**config.mk**
```make
export PLATFORM = sky130hd
export DESIGN_NAME = mpbus_if
export DESIGN_NICKNAME = d
export VERILOG_FILES = /design/src/rtl/mpbus_pkg.sv /design/src/rtl/mpbus_sync.sv /design/src/rtl/mpbus_addr_latch.sv /design/src/rtl/mpbus_ctrl.sv /design/src/rtl/mpbus_if.sv
export SDC_FILE = /design/constraint.sdc
export NUM_CORES = 1
export LEC_CHECK = 0
export BUFFER_PORTS_ARGS = -buffer_cell sky130_fd_sc_hd__clkbuf_2
export CAP_MARGIN = 20
export CELL_PAD_IN_SITES_DETAIL_PLACEMENT = 1
export CELL_PAD_IN_SITES_GLOBAL_PLACEMENT = 2
export CORE_UTILIZATION = 27
export DETAILED_ROUTE_END_ITERATION = 10
export GPL_ROUTABILITY_DRIVEN = 0
export PLACE_DENSITY_LB_ADDON = 0.2
export SETUP_SLACK_MARGIN = 0.4
export SLEW_MARGIN = 30
export SYNTH_ARGS = -nofsm -noshare
export SYNTH_HDL_FRONTEND = slang
export SYNTH_SLANG_ARGS = --single-unit
```
**constraint.sdc**
```tcl
create_clock -name clk -period 2.49 [get_ports clk]
set_input_delay 0.249 -clock clk [delete_from_list [all_inputs] [get_ports clk]]
set_output_delay 0.249 -clock clk [all_outputs]
set_load 0.05 [all_outputs]
```
**src/rtl/mpbus_pkg.sv**
```systemverilog
package mpbus_pkg;

    typedef enum logic {
        BUS_SPLIT  = 1'b0,
        BUS_STROBE = 1'b1
    } bus_mode_e;

    typedef enum logic [1:0] {
        ST_IDLE   = 2'd0,
        ST_ACCESS = 2'd1,
        ST_DONE   = 2'd2
    } cyc_state_e;

    typedef struct packed {
        logic rd;
        logic wr;
    } bus_req_t;

    // Turns raw pin levels into read/write requests for the selected convention.
    function automatic bus_req_t decode_req(bus_mode_e mode, logic cs_n,
                                            logic strb_n, logic dir);
        bus_req_t r;
        r.rd = 1'b0;
        r.wr = 1'b0;
        if (!cs_n) begin
            if (mode == BUS_SPLIT) begin
                r.rd = !strb_n;
                r.wr = !dir;
            end else if (!strb_n) begin
                r.rd = dir;
                r.wr = !dir;
            end
        end
        return r;
    endfunction

    // Address capture polarity depends on the convention.
    function automatic logic latch_open(bus_mode_e mode, logic ale_as);
        return (mode == BUS_SPLIT) ? ale_as : !ale_as;
    endfunction

endpackage

```
**src/rtl/mpbus_sync.sv**
```systemverilog
module mpbus_sync #(
    parameter int          WIDTH   = 3,
    parameter int          STAGES  = 2,
    parameter logic [WIDTH-1:0] RST_VAL = '1
) (
    input  logic             clk,
    input  logic             rst,
    input  logic [WIDTH-1:0] d_i,
    output logic [WIDTH-1:0] q_o
);
    logic [STAGES-1:0][WIDTH-1:0] chain_q;

    for (genvar g = 0; g < STAGES; g++) begin : g_stage
        if (g == 0) begin : g_first
            always_ff @(posedge clk) begin
                if (rst) chain_q[g] <= RST_VAL;
                else     chain_q[g] <= d_i;
            end
        end else begin : g_next
            always_ff @(posedge clk) begin
                if (rst) chain_q[g] <= RST_VAL;
                else     chain_q[g] <= chain_q[g-1];
            end
        end
    end

    assign q_o = chain_q[STAGES-1];
endmodule

```
**src/rtl/mpbus_addr_latch.sv**
```systemverilog
module mpbus_addr_latch #(
    parameter int ADDR_W = 9
) (
    input  logic              clk,
    input  logic              rst,
    input  logic              open_i,
    input  logic [ADDR_W-1:0] addr_i,
    output logic [ADDR_W-1:0] addr_o
);
    always_ff @(posedge clk) begin
        if (rst)         addr_o <= '0;
        else if (open_i) addr_o <= addr_i;
    end
endmodule

```
**src/rtl/mpbus_ctrl.sv**
```systemverilog
module mpbus_ctrl
    import mpbus_pkg::*;
#(
    parameter int DATA_W = 8
) (
    input  logic              clk,
    input  logic              rst,
    input  bus_mode_e         mode_i,
    input  bus_req_t          sync_req_i,
    input  bus_req_t          raw_req_i,
    input  logic [DATA_W-1:0] data_i,
    input  logic [DATA_W-1:0] reg_rdata_i,
    input  logic              reg_wait_i,
    output logic              reg_rd_o,
    output logic              reg_wr_o,
    output logic [DATA_W-1:0] reg_wdata_o,
    output logic [DATA_W-1:0] data_o,
    output logic              hs_o
);
    cyc_state_e        state_q;
    logic              is_wr_q;
    logic              sync_act;
    logic              raw_act;
    logic              done;

    assign sync_act = sync_req_i.rd | sync_req_i.wr;
    assign raw_act  = raw_req_i.rd | raw_req_i.wr;

    always_ff @(posedge clk) begin
        if (rst) begin
            state_q     <= ST_IDLE;
            is_wr_q     <= 1'b0;
            reg_wdata_o <= '0;
            data_o      <= '0;
        end else begin
            unique case (state_q)
                ST_IDLE: begin
                    if (sync_act) begin
                        state_q <= ST_ACCESS;
                        is_wr_q <= sync_req_i.wr;
                        if (sync_req_i.wr) reg_wdata_o <= data_i;
                    end
                end
                ST_ACCESS: begin
                    if (!reg_wait_i) begin
                        if (!is_wr_q) data_o <= reg_rdata_i;
                        state_q <= ST_DONE;
                    end
                end
                ST_DONE: begin
                    if (!sync_act) state_q <= ST_IDLE;
                end
                default: state_q <= ST_IDLE;
            endcase
        end
    end

    assign reg_rd_o = (state_q == ST_ACCESS) && !is_wr_q;
    assign reg_wr_o = (state_q == ST_ACCESS) &&  is_wr_q;
    assign done     = (state_q == ST_DONE);

    always_comb begin
        if (mode_i == BUS_SPLIT) hs_o = !raw_act || done;
        else                     hs_o = !(raw_act && done);
    end
endmodule

```
**src/rtl/mpbus_if.sv**
```systemverilog
module mpbus_if
    import mpbus_pkg::*;
#(
    parameter int ADDR_W      = 9,
    parameter int DATA_W      = 8,
    parameter int SYNC_STAGES = 2
) (
    input  logic              clk,
    input  logic              rst,
    input  logic              bus_mode_i,
    input  logic              cs_n_i,
    input  logic              ale_as_i,
    input  logic [ADDR_W-1:0] addr_i,
    input  logic [DATA_W-1:0] data_i,
    output logic [DATA_W-1:0] data_o,
    output logic              data_oe_o,
    input  logic              strb_n_i,
    input  logic              dir_i,
    output logic              hs_o,
    output logic [ADDR_W-1:0] reg_addr_o,
    output logic [DATA_W-1:0] reg_wdata_o,
    output logic              reg_rd_o,
    output logic              reg_wr_o,
    input  logic [DATA_W-1:0] reg_rdata_i,
    input  logic              reg_wait_i
);
    localparam int PIN_W = 3;

    bus_mode_e         mode;
    bus_req_t          raw_req;
    bus_req_t          sync_req;
    logic [PIN_W-1:0]  pins_sync;

    assign mode    = bus_mode_e'(bus_mode_i);
    assign raw_req = decode_req(mode, cs_n_i, strb_n_i, dir_i);

    mpbus_sync #(
        .WIDTH   (PIN_W),
        .STAGES  (SYNC_STAGES),
        .RST_VAL ({PIN_W{1'b1}})
    ) u_sync (
        .clk (clk),
        .rst (rst),
        .d_i ({cs_n_i, strb_n_i, dir_i}),
        .q_o (pins_sync)
    );

    assign sync_req = decode_req(mode, pins_sync[2], pins_sync[1], pins_sync[0]);

    mpbus_addr_latch #(
        .ADDR_W (ADDR_W)
    ) u_addr (
        .clk    (clk),
        .rst    (rst),
        .open_i (latch_open(mode, ale_as_i)),
        .addr_i (addr_i),
        .addr_o (reg_addr_o)
    );

    mpbus_ctrl #(
        .DATA_W (DATA_W)
    ) u_ctrl (
        .clk         (clk),
        .rst         (rst),
        .mode_i      (mode),
        .sync_req_i  (sync_req),
        .raw_req_i   (raw_req),
        .data_i      (data_i),
        .reg_rdata_i (reg_rdata_i),
        .reg_wait_i  (reg_wait_i),
        .reg_rd_o    (reg_rd_o),
        .reg_wr_o    (reg_wr_o),
        .reg_wdata_o (reg_wdata_o),
        .data_o      (data_o),
        .hs_o        (hs_o)
    );

    assign data_oe_o = raw_req.rd;
endmodule

```
; Word level (Yosys, flattened, before mapping)
; Index checks and enable logic that the tools add are counted.
[totals]
ff_bits = 34
out_inout_bits = 29
[op_classes]
muxes = 12
n_reduce_logical = 17
bitwise = 4
eq_ne = 5
[ops]
columns = operator, count
row1 = $mux W2, 9
row2 = $reduce_and A3 Y1, 3
row3 = $logic_not A1 Y1, 8
row4 = $pmux W2 S3, 1
row5 = $ne A2 B2 Y1 const B, 2
row6 = $logic_and A1 B1 Y1, 3
row7 = $eq A2 B1 Y1 const B, 1
row8 = $eq A2 B2 Y1 const B, 1
row9 = $logic_not A2 Y1, 1
row10 = $mux W1, 2
row11 = $ne A2 B1 Y1 const B, 1
row12 = $not A1 Y1, 2
row13 = $or A1 B1 Y1, 2
row14 = $reduce_and A2 Y1, 1
row15 = $logic_or A1 B1 Y1, 1

; Longest topological paths before layout
; Gate-level depths: netlist (run 1).
[logic_depth]
word_depth = 8
depth_mapped = 5
depth_no_buf = 3

; Hierarchy
; Synthesis (run 1) repeated with hierarchy kept, for this count alone.
[unflattened]
cells_unflattened = 144
area_unflattened_um2 = 1303.8
[modules_own_cells]
columns = mod, cells_per_inst, seq_area_each_um2, area_each_um2, n_inst
row1 = mpbus_ctrl, 93, 380.4, 758.2, 1
row2 = mpbus_addr_latch, 29, 180.2, 319.1, 1
row3 = mpbus_sync, 15, 120.1, 180.2, 1
row4 = mpbus_if, 7, 0.0, 46.3, 1

; Least setup slack after synthesis (run 1)
; OpenSTA, ideal clock, no wires.
[synth_path]
kind = input to output
from = in bus_mode_i
to = out data_oe_o
t_arrival_ns = 1.559
slack_ns = 0.682
t_required_ns = 2.241
path_stages = 2
path_buffers = 1
cell_sequence = buf_2 > a211oi_1
[synth_via]
elab_chain_cells = 2
[synth_rtl]
columns = element, line_no
row1 = "start, declared", mpbus_if.sv:10  ; input logic bus_mode_i,
row2 = $mux W2, mpbus_pkg.sv:26  ; if (mode == BUS_SPLIT) begin
row3 = $mux W2, mpbus_pkg.sv:25  ; if (!cs_n) begin
row4 = "end, declared", mpbus_if.sv:16  ; output logic data_oe_o,
; Every way passes these cells.

; Final worst setup path (run 1)
[layout_path]
from = reg u_ctrl.state_q[1]
to = out hs_o
[layout_via]
elab_chain_cells = 4
[layout_rtl]
columns = element, line_no
row1 = "start, declared", mpbus_ctrl.sv:20  ; cyc_state_e state_q;
row2 = "start signal, assigned", mpbus_ctrl.sv:31  ; state_q <= ST_IDLE;
row3 = "start signal, assigned", mpbus_ctrl.sv:39  ; state_q <= ST_ACCESS;
row4 = "start signal, assigned", mpbus_ctrl.sv:47  ; state_q <= ST_DONE;
row5 = $eq A2 B2 Y1 *, mpbus_ctrl.sv:60  ; assign done = (state_q == ST_DONE);
row6 = $logic_and A1 B1 Y1, mpbus_ctrl.sv:64  ; else hs_o = !(raw_act && done);
row7 = $logic_not A1 Y1, mpbus_ctrl.sv:64
row8 = $mux W1 *, mpbus_ctrl.sv:63  ; if (mode_i == BUS_SPLIT) hs_o = !raw_act || done;
row9 = "end, declared", mpbus_if.sv:19  ; output logic hs_o,
; Mark *: on every way between the ends. The rest lies on a longest branch, timed or not.

==> results.md, run 1 <==
- Area growth syn-to-layout: 34.43%
- 1st-iter DRT viols: 25
- Antenna Cells: 0
- Port bufs: 61
- Arr. time, crit path: 1.71 ns
- Yosys warns: 0
- Worst relative slew slack: 0.4856
- Worst skew pair latency: 0.28 ns
- Initial Utilization: 0.2816
- Largest net degree at the start of global routing: 36
- FF-to-FF Start: u_ctrl.state_q[0]
- Peak fanout along the critical path: 7
- Kind of critical path: flop to output pin
- Final setup viols: 0
- Hpwl dp: 2550 µm
- Leak: 0.7702 nW
- RSZ-0062 raised after global routing: false
- Sequential power share: 0.482
- Layout cells sized above 1: 0.4048
- First-pass GRT wire length: 5478 µm
- Register bit total from synthesis: 34
- Post-DRT Antenna Nets: 0
- CTS Sinks: 34
- Syn Std Cell Area: 0.001330 mm²
- Final-stage net count: 242
- Worst Max-Slew Pin Slew: 0.7659 ns
- Worst-path clk slew: 0.07 ns
- Die W: 72.19 µm
- VDD IR max: 0.2563 mV
- Die area: 0.005211 mm²
- Nature of the critical path endpoint: output pin
- Avg Inst Size Synth: 8.926 µm²
- DR pass1 iterations: 4
- Critical Path Start Type: flop
- Yosys cell types: 27
- Register-to-Register Path Depth: 3
- Vias post-DR: 1212
- CTS tree: yes
- Final Core Density: 0.3785
- Worst Path Required: 2.24 ns
- DRC viols: 0
- Clock skew: 0.004369 ns
- Largest cells by area after synthesis: dfxtp_1 51%, nand2_1 10%, a21oi_1 9.8%
- Syn_nets: 182
- Leading cell type in the layout, fill and taps excluded: clkbuf_2
- Worst Hold Class: input port to flop
- Max Freq: 509.6 MHz
- Period utilization: 0.7881
- Postcts setup bufs: 0
- CTS Hold Buffers Added: 0
- Post-Route WL: 3344 µm
- Vias per cell: 4.375
- Routed wire per std cell: 12.07 µm
- Comb power frac: 0.121
- R2r setup slk: 0.92 ns
- P_sw: 298.8 µW
- Most frequent cells in the layout: 61 x clkbuf_2, 37 x nand2_1, 34 x dfxtp_1
- Clock power share: 0.397
- Clock Tree Buf Depth: 2
- Syn Inst Count: 149
- Yosys top cell area share: 0.5118
- Fin crit period: 1.962 ns
- Vias in the first global route: 1219
- Post-synth ARST share: 0
- CP endpoint: hs_o
- IO Pins: 62
- Root Buffer: clkbuf_8
- Die Height: 72.19 µm
- Seq/Total Area, Yosys: 0.5118
- Pwr/cell area: 661.2 mW/mm²
- Congestion Overflow GR: 0
- CP startpoint: u_ctrl.state_q[1]
- Core area: 0.004723 mm²
- TNS Setup: 0 ns
- Placed cells: 269
- H-tree depth: 2
- RR Endpoint: u_ctrl.reg_wdata_o[2]
- Synth Flop Type: dfxtp_1
- PostCTS Resize Cnt: 0
- Post-synth EDFFs: 0
- Total track usage: 0.1385
- Outcome: finished, final reports clean
- Internal Power: 883.4 µW
- Final Hold Fails: 0
- Fin. max-slew vios: 0
- Initial antenna violation count: 0
- Cell taking the most area after synthesis: dfxtp_1
- Row count: 25
- Switching Share: 0.2527
- Max-cap check violation count: 0
- Cts bufs inserted: 5
- Post-Layout Cell Count: 277
-- kinds of logic after synthesis --
logic type,Yosys count,share of synthesized area
buffers and inverters,10,0.03668
XOR/XNOR,2,0.01317
flip-flops,34,0.5118
multiplexers,1,0.007526
AO/OA/AOI/OAI,39,0.1882
AND/OR/NAND/NOR,63,0.2427
-- worst min-delay path by stage --
stage                                  from                 to  slack, ns  cells after the start
final                        reg_rdata_i[1]   u_ctrl.data_o[1]       0.18                      3
after floorplan                       dir_i  u_sync.chain_q[0]       0.36                      1
after global placement    u_sync.chain_q[2]      u_sync.q_o[2]       0.39                      1
after global routing         reg_rdata_i[0]   u_ctrl.data_o[0]       0.18                      3
after CTS                    reg_rdata_i[1]   u_ctrl.data_o[1]       0.18                      3
after detailed placement  u_sync.chain_q[0]      u_sync.q_o[0]       0.40                      1
-- cell type report --
class	instances	area, µm²
Fill cell	589	2935
Sequential cell	34	680.7
Multi-Input combinational cell	105	600.6
Timing Repair Buffer	61	305.3
Clock buffer	8	110.1
Tap cell	67	83.83
Inverter	2	7.507
-- cells in the mapped netlist (2+ instances only) --
master and number:
a21bo_2 7, clkbuf_1 4, buf_2 3, a21oi_1 26, nand3_1 7, or2_2 6, inv_1 2, dfxtp_1 34
nand2_1 37, nand2b_1 4, nor2_1 3
-- power by group through the flow --
stage	logic (mW)	registers [mW]	clock network, mW
detailed placement	0.145	0.583	0
finish	0.143	0.570	0.469
CTS	0.145	0.570	0.487
global route	0.155	0.572	0.509
global placement	0.141	0.581	0
floorplan	0.0524	0.622	0
-- routing by layer --
layer,vias up,part of all wire,track usage
li1,620,-,-
met1,548,0.40,0.1500
met2,39,0.54,0.2492
met3,5,0.048,0.03750
met4,0,0.014,0.06536
met5,-,0,0
-- critical path: stages (launching register included) --
cell      delay [ns]
dfxtp_1         0.50
nand2b_1        0.15
or3b_1          0.38
a21o_1          0.17
clkbuf_2        0.23
-- sequential cells by signal, indices dropped and copies added, names as in the netlist --
register / flops
u_addr.addr_o: 9
u_ctrl.data_o: 8
u_ctrl.is_wr_q: 1
u_ctrl.reg_wdata_o: 8
u_ctrl.state_q: 2
u_sync.chain_q: 3
u_sync.q_o: 3
-- per-stage QoR --
| step | power, mW | setup slack, ns | hold WS, ns | instance area, µm² |
|---|---|---|---|---|
| 2_1_floorplan | 0.6748 | 0.6820 | 0.3556 | 1330 |
| 3_3_place_gp | 0.7229 | 0.8704 | 0.3939 | 1678 |
| 3_5_place_dp | 0.7271 | 0.8167 | 0.3986 | 1678 |
| 4_1_cts | 1.202 | 0.5010 | 0.1765 | 1788 |
| 5_1_grt | 1.236 | 0.4049 | 0.1815 | 1788 |
| 6_report | 1.182 | 0.5276 | 0.1846 | 1788 |
No activity file was read; power rests on OpenSTA's default activity.
==> inputs of run 2 (changes only) <==
--- a/config.mk
+++ b/config.mk
@@ -9,7 +9,7 @@
 export CAP_MARGIN = 20
 export CELL_PAD_IN_SITES_DETAIL_PLACEMENT = 1
 export CELL_PAD_IN_SITES_GLOBAL_PLACEMENT = 2
-export CORE_UTILIZATION = 27
+export CORE_UTILIZATION = 22
 export DETAILED_ROUTE_END_ITERATION = 10
 export GPL_ROUTABILITY_DRIVEN = 0
 export PLACE_DENSITY_LB_ADDON = 0.2
==> constraint.sdc (replaced) <==
create_clock -name clk -period 1.8 [get_ports clk]
set_input_delay 0.18 -clock clk [delete_from_list [all_inputs] [get_ports clk]]
set_output_delay 0.18 -clock clk [all_outputs]
set_load 0.05 [all_outputs]
==> run 2 against run 1 <==
Critical path depth is the same. Power increased by 34%. Sequential power up 38%. Core utilization decreased by 4.3 points. Final cell count is 4.0% higher. Worst setup slack lost 0.38 ns. Global-route usage shrank 1.6 points. Critical endpoint unchanged.
==> results.md, run 2 (synthesis gave the netlist of run 1 again) <==
- Sequential power share: 0.497 (+0.015)
- Arr. time, crit path: 1.47 ns (-0.24 ns)
- Power Total: 1.579 mW (+34%)
- Worst Path Required: 1.62 ns (-0.62 ns)
- Vias post-DR: 1261 (+4.0%)
- Buf/Inv on CP: 1 (unchanged)
- P_sw: 428.1 µW (+43%)
- Post-DRT Antenna Nets: 0 (unchanged)
- Largest net degree at the start of global routing: 27 (-25%)
- Cts bufs inserted: 5 (unchanged)
- Initial Utilization: 0.2343 (-0.04724)
- Routed wire per std cell: 12.47 µm (+3.3%)
- R2r setup slk: 0.46 ns (-0.46 ns)
- Internal Power: 1.151 mW (+30%)
- RR Endpoint: u_ctrl.reg_wdata_o[1]
- CP endpoint: hs_o
- CTS Sinks: 34 (unchanged)
- Core area: 0.005675 mm² (+20%)
- Max-cap check violation count: 0 (unchanged)
- Max Freq: 606.5 MHz
- CP startpoint: u_ctrl.state_q[0]
- RSZ-0062 raised after global routing: true
- Critical Path Start Type: flop
- Post-Route WL: 3592 µm (+7.4%)
- Vias per cell: 4.378 (about the same)
- Regs by FF count: u_addr.addr_o x9, u_ctrl.data_o x8, u_ctrl.reg_wdata_o x8
- Fin crit period: 1.649 ns
- H-tree depth: 2 (unchanged)
- Port bufs: 61 (unchanged)
- Hold_sp: reg_rdata_i[4]
- Worst skew pair latency: 0.29 ns (about the same)
- # fillers: 695 (+18%)
- CTS tree: yes
- Cell family with most CP delay: simple AND/OR/NAND/NOR gates
- Peak fanout along the critical path: 3 (-4)
- Layout cells sized above 1: 0.4583 (+0.05357)
- Worst Hold Class: input port to flop
- CTS Hold Buffers Added: 0 (unchanged)
- Root Buffer: clkbuf_8
- Levels on crit path: 4 (unchanged)
- Top reg by flops: u_addr.addr_o
- Outcome: finished, final reports clean
- Area growth syn-to-layout: 43.27%
- IO Pins: 62 (unchanged)
- Die area: 0.006361 mm² (+22%)
- Kind of critical path: flop to output pin
- Period utilization: 0.9159
- Switching Share: 0.2711 (+0.01835)
- Hpwl dp: 2700 µm (+5.9%)
- Congestion Overflow GR: 0 (unchanged)
- Die W: 79.76 µm (+10%)
- Nature of the critical path endpoint: output pin
- Vias in the first global route: 1258 (+3.2%)
- Clock power share: 0.369 (-0.028)
- Cell Chain, Critical Path: nand2b_4 > or3b_1 > a21o_2 > buf_8
- Crit-path max cell delay: 0.34 ns (-0.16 ns)
- Leading cell type in the layout, fill and taps excluded: clkbuf_2
- Register-to-Register Path Depth: 5 (+2)
- Worst Max-Slew Pin Slew: 0.7102 ns (-0.05570 ns)
- Total track usage: 0.1227 (-0.01584)
- VDD IR max: 0.3216 mV (+25%)
- Die Height: 79.76 µm (+10%)
- Clock skew: 0.003225 ns (-0.001144 ns)
- Largest register FFs: 9 (unchanged)
- Final Hold Fails: 0 (unchanged)
- Row count: 27 (+8.0%)
- Final-stage net count: 248 (+2.5%)
- Pwr/cell area: 828.8 mW/mm² (+25%)
- First-pass GRT wire length: 5747 µm (+4.9%)
- 1st-iter DRT viols: 40 (+60%)
- DR pass1 iterations: 4 (unchanged)
- DRC viols: 0 (unchanged)
- Worst relative slew slack: 0.5231 (+0.03757)
- Max stage delay cell, worst path: dfxtp_4
- TNS Setup: 0 ns (unchanged)
- Most frequent cells in the layout: 58 x clkbuf_2, 37 x nand2_1, 32 x dfxtp_1
- Antenna Cells: 0 (unchanged)
- Hold WS: 0.1101 ns (-0.07458 ns)
- Fin. max-slew vios: 0 (unchanged)
- Clock Tree Buf Depth: 2 (unchanged)
- Worst Hold Depth: 3 (unchanged)
- Final setup viols: 0 (unchanged)
- Leak: 0.8096 nW (+5.1%)
- Initial antenna violation count: 0 (unchanged)
- Worst-path clk slew: 0.07 ns (about the same)
- FF-to-FF Start: u_ctrl.state_q[1]
- Comb power frac: 0.134 (+0.013)
[run 2: per-stage QoR]
step / setup WS, ns / instance area [µm²] / utilization / std cells
after floorplan: 0.3964 / 1336 / - / 149
after global placement: 0.2714 / 1720 / 0.3031 / 278
after detailed placement: 0.2395 / 1720 / 0.3031 / 278
after CTS: 0.1230 / 1881 / 0.3313 / 287
after global routing: 0.08045 / 1906 / 0.3358 / 288
final: 0.1513 / 1906 / 0.3358 / 288
[run 2: timing repair]
action                                 CTS  global route
buffers inserted                         1             0
gates resized for setup                 16             8
setup endpoints to repair               11            18
pin swaps                                1             3
gates cloned                             0             1
endpoints found under the hold margin    0             0
[run 2: how the worst min path moves through the flow]
stage                                   end  slack, ns
after detailed placement      u_sync.q_o[0]       0.40
after CTS                  u_ctrl.data_o[4]       0.10
final                      u_ctrl.data_o[4]       0.11
after global placement        u_sync.q_o[2]       0.39
after floorplan           u_sync.chain_q[0]       0.29
after global routing       u_ctrl.data_o[2]        0.1
[run 2: power by group through the flow]
stage / combinational [mW] / clock, mW / sequential, mW
final: 0.211 / 0.583 / 0.785
after global routing: 0.230 / 0.641 / 0.787
after CTS: 0.213 / 0.609 / 0.785
after detailed placement: 0.207 / 0 / 0.805
after global placement: 0.201 / 0 / 0.805
after floorplan: 0.0736 / 0 / 0.861
[run 2: cell type report]
class,instances,area (µm²),area share
Tap cell,72,90.09,0.04728
Clock inverter,1,5.005,0.002626
Multi-Input combinational cell,105,640.6,0.3362
Sequential cell,34,688.2,0.3611
Inverter,2,7.507,0.003940
Clock buffer,7,86.33,0.04531
Timing Repair Buffer,67,387.9,0.2035
[run 2: tightest hold or removal path, cell delays in order]
cell and delay, ns:
clkbuf_2 0.08, nand2_1 0.05, a21oi_1 0.05
[run 2: metal layers]
metal,track usage,vias to the layer above,share of wire
met1,0.1220,580,0.38
met4,0.06964,0,0.021
met2,0.2188,44,0.51
li1,-,630,-
met5,0,-,0
met3,0.04457,7,0.083
==> inputs of run 3 (changes only) <==
--- a/config.mk
+++ b/config.mk
@@ -13,7 +13,7 @@
 export DETAILED_ROUTE_END_ITERATION = 10
 export GPL_ROUTABILITY_DRIVEN = 0
 export PLACE_DENSITY_LB_ADDON = 0.2
-export SETUP_SLACK_MARGIN = 0.4
+export SETUP_SLACK_MARGIN = 0.05
 export SLEW_MARGIN = 30
 export SYNTH_ARGS = -nofsm -noshare
 export SYNTH_HDL_FRONTEND = slang
==> run 3 against run 2 <==
Wire length increased by 0.64%. Clock-buffer cell count stayed put. Via count decreased by 0.24%. Final area is 5.1% lower. Critical path type unchanged.
==> results.md, run 3 (synthesis gave the netlist of run 1 again) <==
- Fin crit period: 1.676 ns (+0.02745 ns)
- Outcome: finished, final reports clean
- Crit-path max cell delay: 0.37 ns (+0.03 ns)
- Port bufs: 61 (unchanged)
- Post-Route WL: 3615 µm (+0.64%)
- Worst Hold Class: input port to flop
- Antenna Cells: 0 (unchanged)
- Worst Max-Slew Pin Slew: 0.6572 ns (-0.05294 ns)
- Comb power frac: 0.136 (+0.002)
- Worst Path Required: 1.62 ns (about the same)
- Cts bufs inserted: 5 (unchanged)
- Clock skew: 0.001003 ns (-0.002222 ns)
- Hpwl dp: 2743 µm (+1.6%)
- VDD IR max: 0.2568 mV (-20%)
- Vias post-DR: 1258 (-0.24%)
- P_sw: 411.2 µW (-3.9%)
- Vias in the first global route: 1261 (+0.24%)
- Congestion Overflow GR: 0 (unchanged)
- Worst relative slew slack: 0.5603 (+0.03721)
- Period utilization: 0.9312 (+0.01525)
- Routed wire per std cell: 12.68 µm (+1.7%)
- Arr. time, crit path: 1.50 ns (+0.03 ns)
- H-tree depth: 2 (unchanged)
- Max stage delay cell, worst path: dfxtp_2
- Root Buffer: clkbuf_8
- Row count: 27 (unchanged)
- Placed cells: 278 (unchanged)
- First-pass GRT wire length: 5761 µm (+0.24%)
- # fillers: 708 (+1.9%)
- Clock power share: 0.346 (-0.023)
- Layout cells sized above 1: 0.4131 (-0.04519)
- Initial Utilization: 0.2343 (unchanged)
- Area growth syn-to-layout: 35.94%
- Largest net degree at the start of global routing: 28 (+3.7%)
- Core area: 0.005675 mm² (unchanged)
- RSZ-0062 raised after global routing: false
- Leak: 0.7768 nW (-4.0%)
- Final Hold Fails: 0 (unchanged)
- Peak fanout along the critical path: 8 (+5)
- Final setup viols: 0 (unchanged)
- Vias per cell: 4.414 (+0.81%)
- 1st-iter DRT viols: 26 (-35%)
- Internal Power: 1.109 mW (-3.7%)
- Top reg by flops: u_addr.addr_o
- Worst skew pair latency: 0.28 ns (about the same)
- Switching Share: 0.2705 (-0.0005346)
- Initial antenna violation count: 0 (unchanged)
- Pwr/cell area: 840.8 mW/mm² (+1.4%)
- Post-DRT Antenna Nets: 0 (unchanged)
- Critical Path Start Type: flop
- Max-cap check violation count: 0 (unchanged)
- Leading cell type in the layout, fill and taps excluded: clkbuf_2
- Total track usage: 0.1209 (-0.001745)
- Die area: 0.006361 mm² (unchanged)
- Setup ws final: 0.1239 ns (-0.02745 ns)
- Sequential power share: 0.519 (+0.022)
- Cell Chain, Critical Path: nand2b_4 > or3b_1 > a21o_1 > clkbuf_8
- Die W: 79.76 µm (unchanged)
- Post-Layout Cell Count: 285 (-1.0%)
- Largest register FFs: 9 (unchanged)
- Worst-path clk slew: 0.06 ns (about the same)
- Fin. max-slew vios: 0 (unchanged)
- DRC viols: 0 (unchanged)
- Nature of the critical path endpoint: output pin
- Most frequent cells in the layout: 60 x clkbuf_2, 37 x nand2_1, 33 x dfxtp_1
- Regs by FF count: u_addr.addr_o x9, u_ctrl.data_o x8, u_ctrl.reg_wdata_o x8
- Final-stage net count: 246 (-0.81%)
- Die Height: 79.76 µm (unchanged)
- Hold WS: 0.1145 ns (+0.004472 ns)
- Kind of critical path: flop to output pin
- CTS Sinks: 34 (unchanged)
- IO Pins: 62 (unchanged)
- TNS Setup: 0 ns (unchanged)
- DP Worst Slack: 0.2649 ns (+0.02537 ns)
- Clock Tree Buf Depth: 2 (unchanged)
- Max Freq: 596.6 MHz (-1.6%)
- DR pass1 iterations: 2 (-2)
- CTS tree: yes
run 3: cell count changes in the layout (fill, tap and decap cells not counted), sizes merged:
cell	change
buf	-5
clkinv	-1
clkbuf	+3
run 3: final cells by class:
cell class | instances | area (µm²) | area share
sequential | 34 | 681.9 | 0.3772
multi-input combinational | 105 | 608.1 | 0.3363
timing repair buffer | 65 | 344.1 | 0.1903
tap | 72 | 90.09 | 0.04983
clock buffer | 7 | 76.32 | 0.04221
inverter | 2 | 7.507 | 0.004152
run 3: repair_timing:
item / CTS / global route
setup endpoints to repair: 1 / 0
buffers inserted: 0 / 0
hold buffers: 0 / 0
resized for setup: 4 / 0
run 3: power by group through the flow:
stage / registers, mW / clock network [mW] / logic, mW
6_report: 0.789 / 0.525 / 0.206
5_1_grt: 0.791 / 0.589 / 0.222
4_1_cts: 0.789 / 0.558 / 0.210
3_5_place_dp: 0.806 / 0 / 0.206
3_3_place_gp: 0.805 / 0 / 0.202
2_1_floorplan: 0.861 / 0 / 0.0725
run 3: worst max-delay path: cells and delay by family, from the launching register on:
kind / cells / cell delay (ns)
flops: 1 / 0.37
buf+inv: 1 / 0.17
simple gates: 2 / 0.51
compound gates: 1 / 0.17
run 3: metrics by stage:
step	utilization	power [mW]	area [µm²]
after floorplan	-	0.9335	1330
final	0.3186	1.520	1808
after CTS	0.3186	1.557	1808
after global routing	0.3186	1.602	1808
after global placement	0.3020	1.007	1714
after detailed placement	0.3020	1.012	1714
run 3: layer usage:
metal,vias up,global-route usage,wire [µm]
met4,0,0.06429,66
met5,-,0,0
li1,627,-,-
met2,41,0.2154,1808
met3,8,0.03886,242
met1,582,0.1253,1498
run 3: final timing paths:
check,start,end,slack (ns),depth (start not counted)
worst max-delay path,u_ctrl.state_q[0],hs_o,0.12,4
worst min-delay path,reg_rdata_i[4],u_ctrl.data_o[4],0.11,3
worst max register to register,u_ctrl.is_wr_q,u_ctrl.data_o[3],0.41,3
worst min register to register,u_sync.chain_q[2],u_sync.q_o[2],0.41,1
